File: config.mk
export PLATFORM = sky130hd
export DESIGN_NAME = txbuf_arbiter
export DESIGN_NICKNAME = d
export VERILOG_FILES = /design/src/rtl/txarb_pkg.sv /design/src/rtl/txarb_cnt_regs.sv /design/src/rtl/txarb_load_ctl.sv /design/src/rtl/txarb_pick.sv /design/src/rtl/txarb_irq.sv /design/src/rtl/txbuf_arbiter.sv
export SDC_FILE = /design/constraint.sdc
export NUM_CORES = 1
export LEC_CHECK = 0
export CAP_MARGIN = 20
export CORE_ASPECT_RATIO = 2
export CORE_MARGIN = 2
export CORE_UTILIZATION = 40
export DETAILED_ROUTE_END_ITERATION = 10
export HOLD_SLACK_MARGIN = 0.05
export MAX_ROUTING_LAYER = met4
export PLACE_DENSITY = 0.71
export SLEW_MARGIN = 10
export SYNTH_ARGS = -nofsm -noshare
export SYNTH_HDL_FRONTEND = slang
export SYNTH_SLANG_ARGS = --single-unit
File: constraint.sdc
create_clock -name clk -period 1.2 [get_ports clk]
set_input_delay 0.36 -clock clk [delete_from_list [all_inputs] [get_ports clk]]
set_output_delay 0.36 -clock clk [all_outputs]
set_load 0.02 [all_outputs]
File: src/rtl/txarb_pkg.sv
// Package: shared types for the double-buffered IN transmit arbiter.
// Assumes exactly two buffers, A (index 0) and B (index 1).
package txarb_pkg;
    localparam int NBUF = 2;

    typedef enum logic {
        SEL_A = 1'b0,
        SEL_B = 1'b1
    } buf_sel_e;
endpackage

File: src/rtl/txarb_cnt_regs.sv
// Module: per-buffer byte-count registers.
// A write lands only when the target buffer is not armed. Assumes the load
// bits come from txarb_load_ctl.
module txarb_cnt_regs
    import txarb_pkg::*;
#(
    parameter int unsigned CNT_W = 7
) (
    input  logic                       clk,
    input  logic                       rst_n,
    input  logic                       wr_en,
    input  buf_sel_e                   wr_sel,
    input  logic [CNT_W-1:0]           wr_data,
    input  logic [NBUF-1:0]            load_i,
    output logic [NBUF-1:0][CNT_W-1:0] cnt_o
);
    for (genvar i = 0; i < NBUF; i++) begin : g_cnt
        // Store a count write when this buffer is addressed and not locked.
        always_ff @(posedge clk) begin
            if (!rst_n) begin
                cnt_o[i] <= '0;
            end else if (wr_en && (int'(wr_sel) == i) && !load_i[i]) begin
                cnt_o[i] <= wr_data;
            end
        end
    end
endmodule

File: src/rtl/txarb_load_ctl.sv
// Module: load bits of both buffers.
// A set pulse arms a buffer. A clear (acknowledged send) disarms it, and the
// clear wins over a set in the same cycle.
module txarb_load_ctl
    import txarb_pkg::*;
(
    input  logic            clk,
    input  logic            rst_n,
    input  logic [NBUF-1:0] set_i,
    input  logic [NBUF-1:0] clr_i,
    output logic [NBUF-1:0] load_o
);
    for (genvar i = 0; i < NBUF; i++) begin : g_load
        // Update one load bit; the clear takes priority.
        always_ff @(posedge clk) begin
            if (!rst_n) begin
                load_o[i] <= 1'b0;
            end else if (clr_i[i]) begin
                load_o[i] <= 1'b0;
            end else if (set_i[i]) begin
                load_o[i] <= 1'b1;
            end
        end
    end
endmodule

File: src/rtl/txarb_pick.sv
// Module: combinational buffer choice.
// A wins whenever it is armed. B is eligible only with double buffering on.
// Assumes the caller qualifies the result with an accepted request.
module txarb_pick
    import txarb_pkg::*;
(
    input  logic [NBUF-1:0] load_i,
    input  logic            dbl_en_i,
    output logic            grant_o,
    output buf_sel_e        grant_sel_o
);
    // Priority choice between the two buffers.
    always_comb begin
        grant_o     = 1'b0;
        grant_sel_o = SEL_A;
        if (load_i[0]) begin
            grant_o     = 1'b1;
            grant_sel_o = SEL_A;
        end else if (dbl_en_i && load_i[1]) begin
            grant_o     = 1'b1;
            grant_sel_o = SEL_B;
        end
    end
endmodule

File: src/rtl/txarb_irq.sv
// Module: falling-edge detector with a sticky, write-1-clear flag.
// Assumes active_i is a registered level. The flag appears one cycle after
// the fall, and a set beats a clear.
module txarb_irq (
    input  logic clk,
    input  logic rst_n,
    input  logic active_i,
    input  logic clr_i,
    output logic irq_o
);
    logic active_q;

    // Remember last cycle's active level.
    always_ff @(posedge clk) begin
        if (!rst_n) active_q <= 1'b0;
        else        active_q <= active_i;
    end

    // Set on a fall, otherwise clear on request.
    always_ff @(posedge clk) begin
        if (!rst_n) begin
            irq_o <= 1'b0;
        end else if (active_q && !active_i) begin
            irq_o <= 1'b1;
        end else if (clr_i) begin
            irq_o <= 1'b0;
        end
    end
endmodule

File: src/rtl/txbuf_arbiter.sv
// Module: top of the double-buffered IN transmit arbiter.
// On a host request it grants an armed buffer to the packet sender, or it
// answers with a NAK. An acknowledged completion disarms the sent buffer.
// Assumes the sender raises snd_done exactly once per snd_start.
module txbuf_arbiter
    import txarb_pkg::*;
#(
    parameter int unsigned CNT_W  = 7,
    parameter int unsigned ADDR_W = 9,
    parameter int unsigned BASE_A = 0,
    parameter int unsigned BASE_B = 64
) (
    input  logic              clk,
    input  logic              rst_n,
    input  logic              dbl_en,
    input  logic              cnt_wr,
    input  logic              cnt_sel,
    input  logic [CNT_W-1:0]  cnt_wdata,
    input  logic [1:0]        load_set,
    input  logic              irq_clr,
    input  logic              host_req,
    output logic              host_nak,
    output logic              snd_start,
    output logic              snd_sel,
    output logic [ADDR_W-1:0] snd_addr,
    output logic [CNT_W-1:0]  snd_len,
    input  logic              snd_done,
    input  logic              snd_ack,
    output logic [1:0]        load_q,
    output logic              tx_active,
    output logic              tx_irq
);
    localparam logic [ADDR_W-1:0] ADDR_A = ADDR_W'(BASE_A);
    localparam logic [ADDR_W-1:0] ADDR_B = ADDR_W'(BASE_B);

    logic                       busy;
    buf_sel_e                   cur_sel;
    logic                       grant;
    buf_sel_e                   grant_sel;
    logic [NBUF-1:0]            load_clr;
    logic [NBUF-1:0][CNT_W-1:0] cnt_q;
    logic                       accept;

    txarb_cnt_regs #(.CNT_W(CNT_W)) u_cnt (
        .clk     (clk),
        .rst_n   (rst_n),
        .wr_en   (cnt_wr),
        .wr_sel  (buf_sel_e'(cnt_sel)),
        .wr_data (cnt_wdata),
        .load_i  (load_q),
        .cnt_o   (cnt_q)
    );

    txarb_load_ctl u_load (
        .clk    (clk),
        .rst_n  (rst_n),
        .set_i  (load_set),
        .clr_i  (load_clr),
        .load_o (load_q)
    );

    txarb_pick u_pick (
        .load_i      (load_q),
        .dbl_en_i    (dbl_en),
        .grant_o     (grant),
        .grant_sel_o (grant_sel)
    );

    txarb_irq u_irq (
        .clk      (clk),
        .rst_n    (rst_n),
        .active_i (tx_active),
        .clr_i    (irq_clr),
        .irq_o    (tx_irq)
    );

    // Active status: any buffer armed.
    assign tx_active = |load_q;
    assign accept    = host_req && !busy;
    assign snd_sel   = logic'(cur_sel);

    // Disarm the in-flight buffer on an acknowledged completion.
    always_comb begin
        load_clr = '0;
        if (busy && snd_done && snd_ack) begin
            load_clr[cur_sel] = 1'b1;
        end
    end

    // Request handling: grant, NAK, and completion of the in-flight send.
    always_ff @(posedge clk) begin
        if (!rst_n) begin
            busy      <= 1'b0;
            cur_sel   <= SEL_A;
            snd_start <= 1'b0;
            host_nak  <= 1'b0;
            snd_addr  <= '0;
            snd_len   <= '0;
        end else begin
            snd_start <= 1'b0;
            host_nak  <= 1'b0;
            if (accept) begin
                if (grant) begin
                    busy      <= 1'b1;
                    cur_sel   <= grant_sel;
                    snd_start <= 1'b1;
                    snd_len   <= cnt_q[grant_sel];
                    snd_addr  <= (grant_sel == SEL_B) ? ADDR_B : ADDR_A;
                end else begin
                    host_nak  <= 1'b1;
                end
            end else if (busy && snd_done) begin
                busy <= 1'b0;
            end
        end
    end
endmodule

==> results.sh <==
export IMPL_viasPerCell=5.12
export IMPL_yosys_cell_types_count=28
export IMPL_syn_to_final_growth_pct=38.5
export IMPL_p_comb_frac=0.175
export IMPL_violations="setup timing"
export IMPL_p_leak_nw=0.818
export IMPL_dr_pass1_iters=4
export IMPL_pwr_density_cell_nw_per_um2=1450
export IMPL_gp_congestion=0.791
export IMPL_rows=28
export IMPL_fmax_mhz=790
export IMPL_synth_ff_type="dfxtp_1"
export IMPL_synth_compound_area_frac=0.159
export IMPL_worst_path_buf_inv=2
export IMPL_cts_made_buffers=5
export IMPL_cap_violations=0
export IMPL_internal_power_mw=1.92
export IMPL_power_switching_share=0.242
export IMPL_num_vias=1003
export IMPL_max_stage_delay_ns=0.36
export IMPL_fin_util=0.587
export IMPL_synth_async_reset_ratio=0
export IMPL_crit_chain="nor2_4, inv_2, buf_6"
export IMPL_period_needed_ns=1.27
export IMPL_htreeDepth=2
export IMPL_critical_path_arrival_ns=0.91
export IMPL_dp_cells=184
export IMPL_cts_tree="built"
export IMPL_clock_sinks=29
export IMPL_routed_wl_um=2820
export IMPL_place_hpwl_um=2010
export IMPL_dieHeight_um=83.4
export IMPL_crit_path_start_kind="flop"
export IMPL_synth_simple_area_share=0.156
export IMPL_synthMuxAreaShare=0.111
export IMPL_wl_per_cell_um=14.4
export IMPL_power_net_switching_uw=613
export IMPL_clockRootBuffer="clkbuf_8"
export IMPL_grt_usage=0.167
export IMPL_antenna_cells=0
export IMPL_ys_seq_area_frac=0.460
export IMPL_rsz0062_at_grt="yes"
export IMPL_slowest_stage="dfxtp_4"
export IMPL_dieArea_um2=3650
export IMPL_io_pins=41
export IMPL_preCtsSetupSlack_ns=-0.456
export IMPL_synth_top_area_frac=0.460
export IMPL_grt_pass1_wl_um=4490
export IMPL_clockPowerShare=0.408
export IMPL_hold_viol=0
export IMPL_avgSynthCellArea_um2=10.5
export IMPL_slew_viol_final=0
export IMPL_antenna_found_initial=0
export IMPL_drt_initial_drc_count=10
export IMPL_cp_data_required_time_ns=0.84
export IMPL_synthAdderAreaFrac=0
export IMPL_fin_skew_ns=0.00559
export IMPL_crit_type="reg2out"
export IMPL_worst_ir_drop_vdd_uv=1190
export IMPL_grt_overflow=0
export IMPL_drive_above_1_share=0.337
export IMPL_crit_fanout=4
export IMPL_seq_power_share=0.417
export IMPL_ctsHoldBuffers=0
export IMPL_synth_edf_count=0
export IMPL_synthCells=120
export IMPL_grt_pass1_vias=997
export IMPL_cp_top_family="flip-flops"
export IMPL_final_cells=196
export IMPL_ys_warn_count=0
export IMPL_netlist_area_um2=1260
export IMPL_clk_pin_slew_ns=0.06
export IMPL_clk_insertion_delay_late_ns=0.28
export IMPL_fin_nets=183
export IMPL_setup_violations=2
export IMPL_outcome="complete, but fails checks"
export IMPL_start_util=0.424
export IMPL_synth_area_leader_cell="dfxtp_1"
export IMPL_drc_errors=0
export IMPL_holdWs_ns=0.470
export IMPL_yosys_top_cells_count="dfxtp_1, nor2_1, mux2i_1"
export IMPL_crit_path_end_kind="output pin"
export IMPL_core_um2=2980
export IMPL_nFillCells=277
export IMPL_grt_max_degree=15
export IMPL_final_antenna_net_count=0
export IMPL_synth_most_common_cell="dfxtp_1"
export IMPL_worst_slack_ns=-0.0658
export IMPL_totalPowerFinal_mw=2.53
export IMPL_min_period_over_period=1.05
export IMPL_cts_buffer_depth=2
export IMPL_synth_top_family_by_area="compound AO/OA/AOI/OAI gates"
export IMPL_die_w_um=43.7
export IMPL_synthTopCellsByArea="dfxtp_1, mux2i_1, buf_4"
export IMPL_ys_ff_latch=29
export IMPL_port_buffers=32
export IMPL_synth_xor_area_frac=0
export IMPL_hold_class="reg2reg"
## registers in the layout, summed over array words and instances, names as in the netlist
name	count
snd_addr	1
snd_len	7
u_irq.active_q	1
u_irq.irq_o	1
u_cnt.cnt_o	14
busy	1
u_load.load_o	2
host_nak	1
snd_start	1
## cell families (layout without fill, tap and decap cells)
group,count (synthesis),in the layout
AOI/OAI and AO/OA,22,23
buffers and inverters,19,57
DFF,29,29
muxes,14,14
other,1,8
and+or+nand+nor,35,35
## worst reg2reg max path: stages (launching register included)
cell,delay [ns]
dfxtp_4,0.37
buf_6,0.12
nor3b_4,0.18
buf_6,0.17
mux2i_1,0.20
nor2_1,0.07
## metal layers
metal / global-route usage / up-vias / part of all wire
met5: - / - / 0
met4: 0.0716 / 0 / 0.0085
met3: 0.0522 / 4 / 0.051
met2: 0.297 / 25 / 0.58
met1: 0.155 / 474 / 0.36
li1: - / 500 / -
## power by group through the flow
stage                     logic, mW  clock network, mW  registers (mW)
after floorplan               0.240                  0            1.11
after global placement        0.417                  0            1.07
after detailed placement      0.428                  0            1.08
after CTS                     0.432               1.05            1.06
after global routing          0.476               1.10            1.06
final                         0.443               1.03            1.06
## worst paths after layout
check / start / end / slack (ns) / cells past startpoint
max: u_load.load_o[1]$_SDFFE_PP0P_ / tx_active / -0.07 / 3
min: u_irq.active_q$_SDFF_PN0_ / u_irq.irq_o$_SDFFE_PN0P_ / 0.47 / 2
min reg2reg: u_irq.active_q$_SDFF_PN0_ / u_irq.irq_o$_SDFFE_PN0P_ / 0.47 / 2
max reg2reg: u_load.load_o[0]$_SDFFE_PP0P_ / u_cnt.cnt_o[4]$_SDFFE_PN0P_ / -0.01 / 5
## timing repair
item	in CTS	in global routing
setup endpoints to repair	32	13
gates cloned	2	0
pin swaps	5	5
setup buffers	2	0
resized for setup	78	7
## metrics by stage
stage	TNS [ns]	instance area, um2
finish	-0.0776	1750
floorplan	0	1290
detailed placement	-10.50	1600
CTS	-0.0879	1730
global route	-0.323	1750
global placement	-9.92	1600
## placed cells by master, fill, tap and decap left out, types with 2 or more instances in the layout
cell,count
a21o_4,2
nor2b_1,2
mux2i_1,14
nor2_1,18
clkdlybuf4s50_1,13
dfxtp_4,2
buf_2,12
buf_6,5
nand3b_1,8
o2111a_1,7
dlygate4sd2_1,4
clkbuf_8,6
dfxtp_1,26
a21oi_1,2
a21o_2,6
buf_4,13
conb_1,8
## final cells by class
type	instances	area, um2	share of cell area
multi-input cells	80	617	0.353
flip-flops and latches	29	589	0.337
repair buffers	47	379	0.217
clock buffers	7	86.3	0.0494
well taps	30	37.5	0.0215
clock inverters	1	30.0	0.0172
inverters	2	7.51	0.00430
Power figures use the tool's default switching activity.
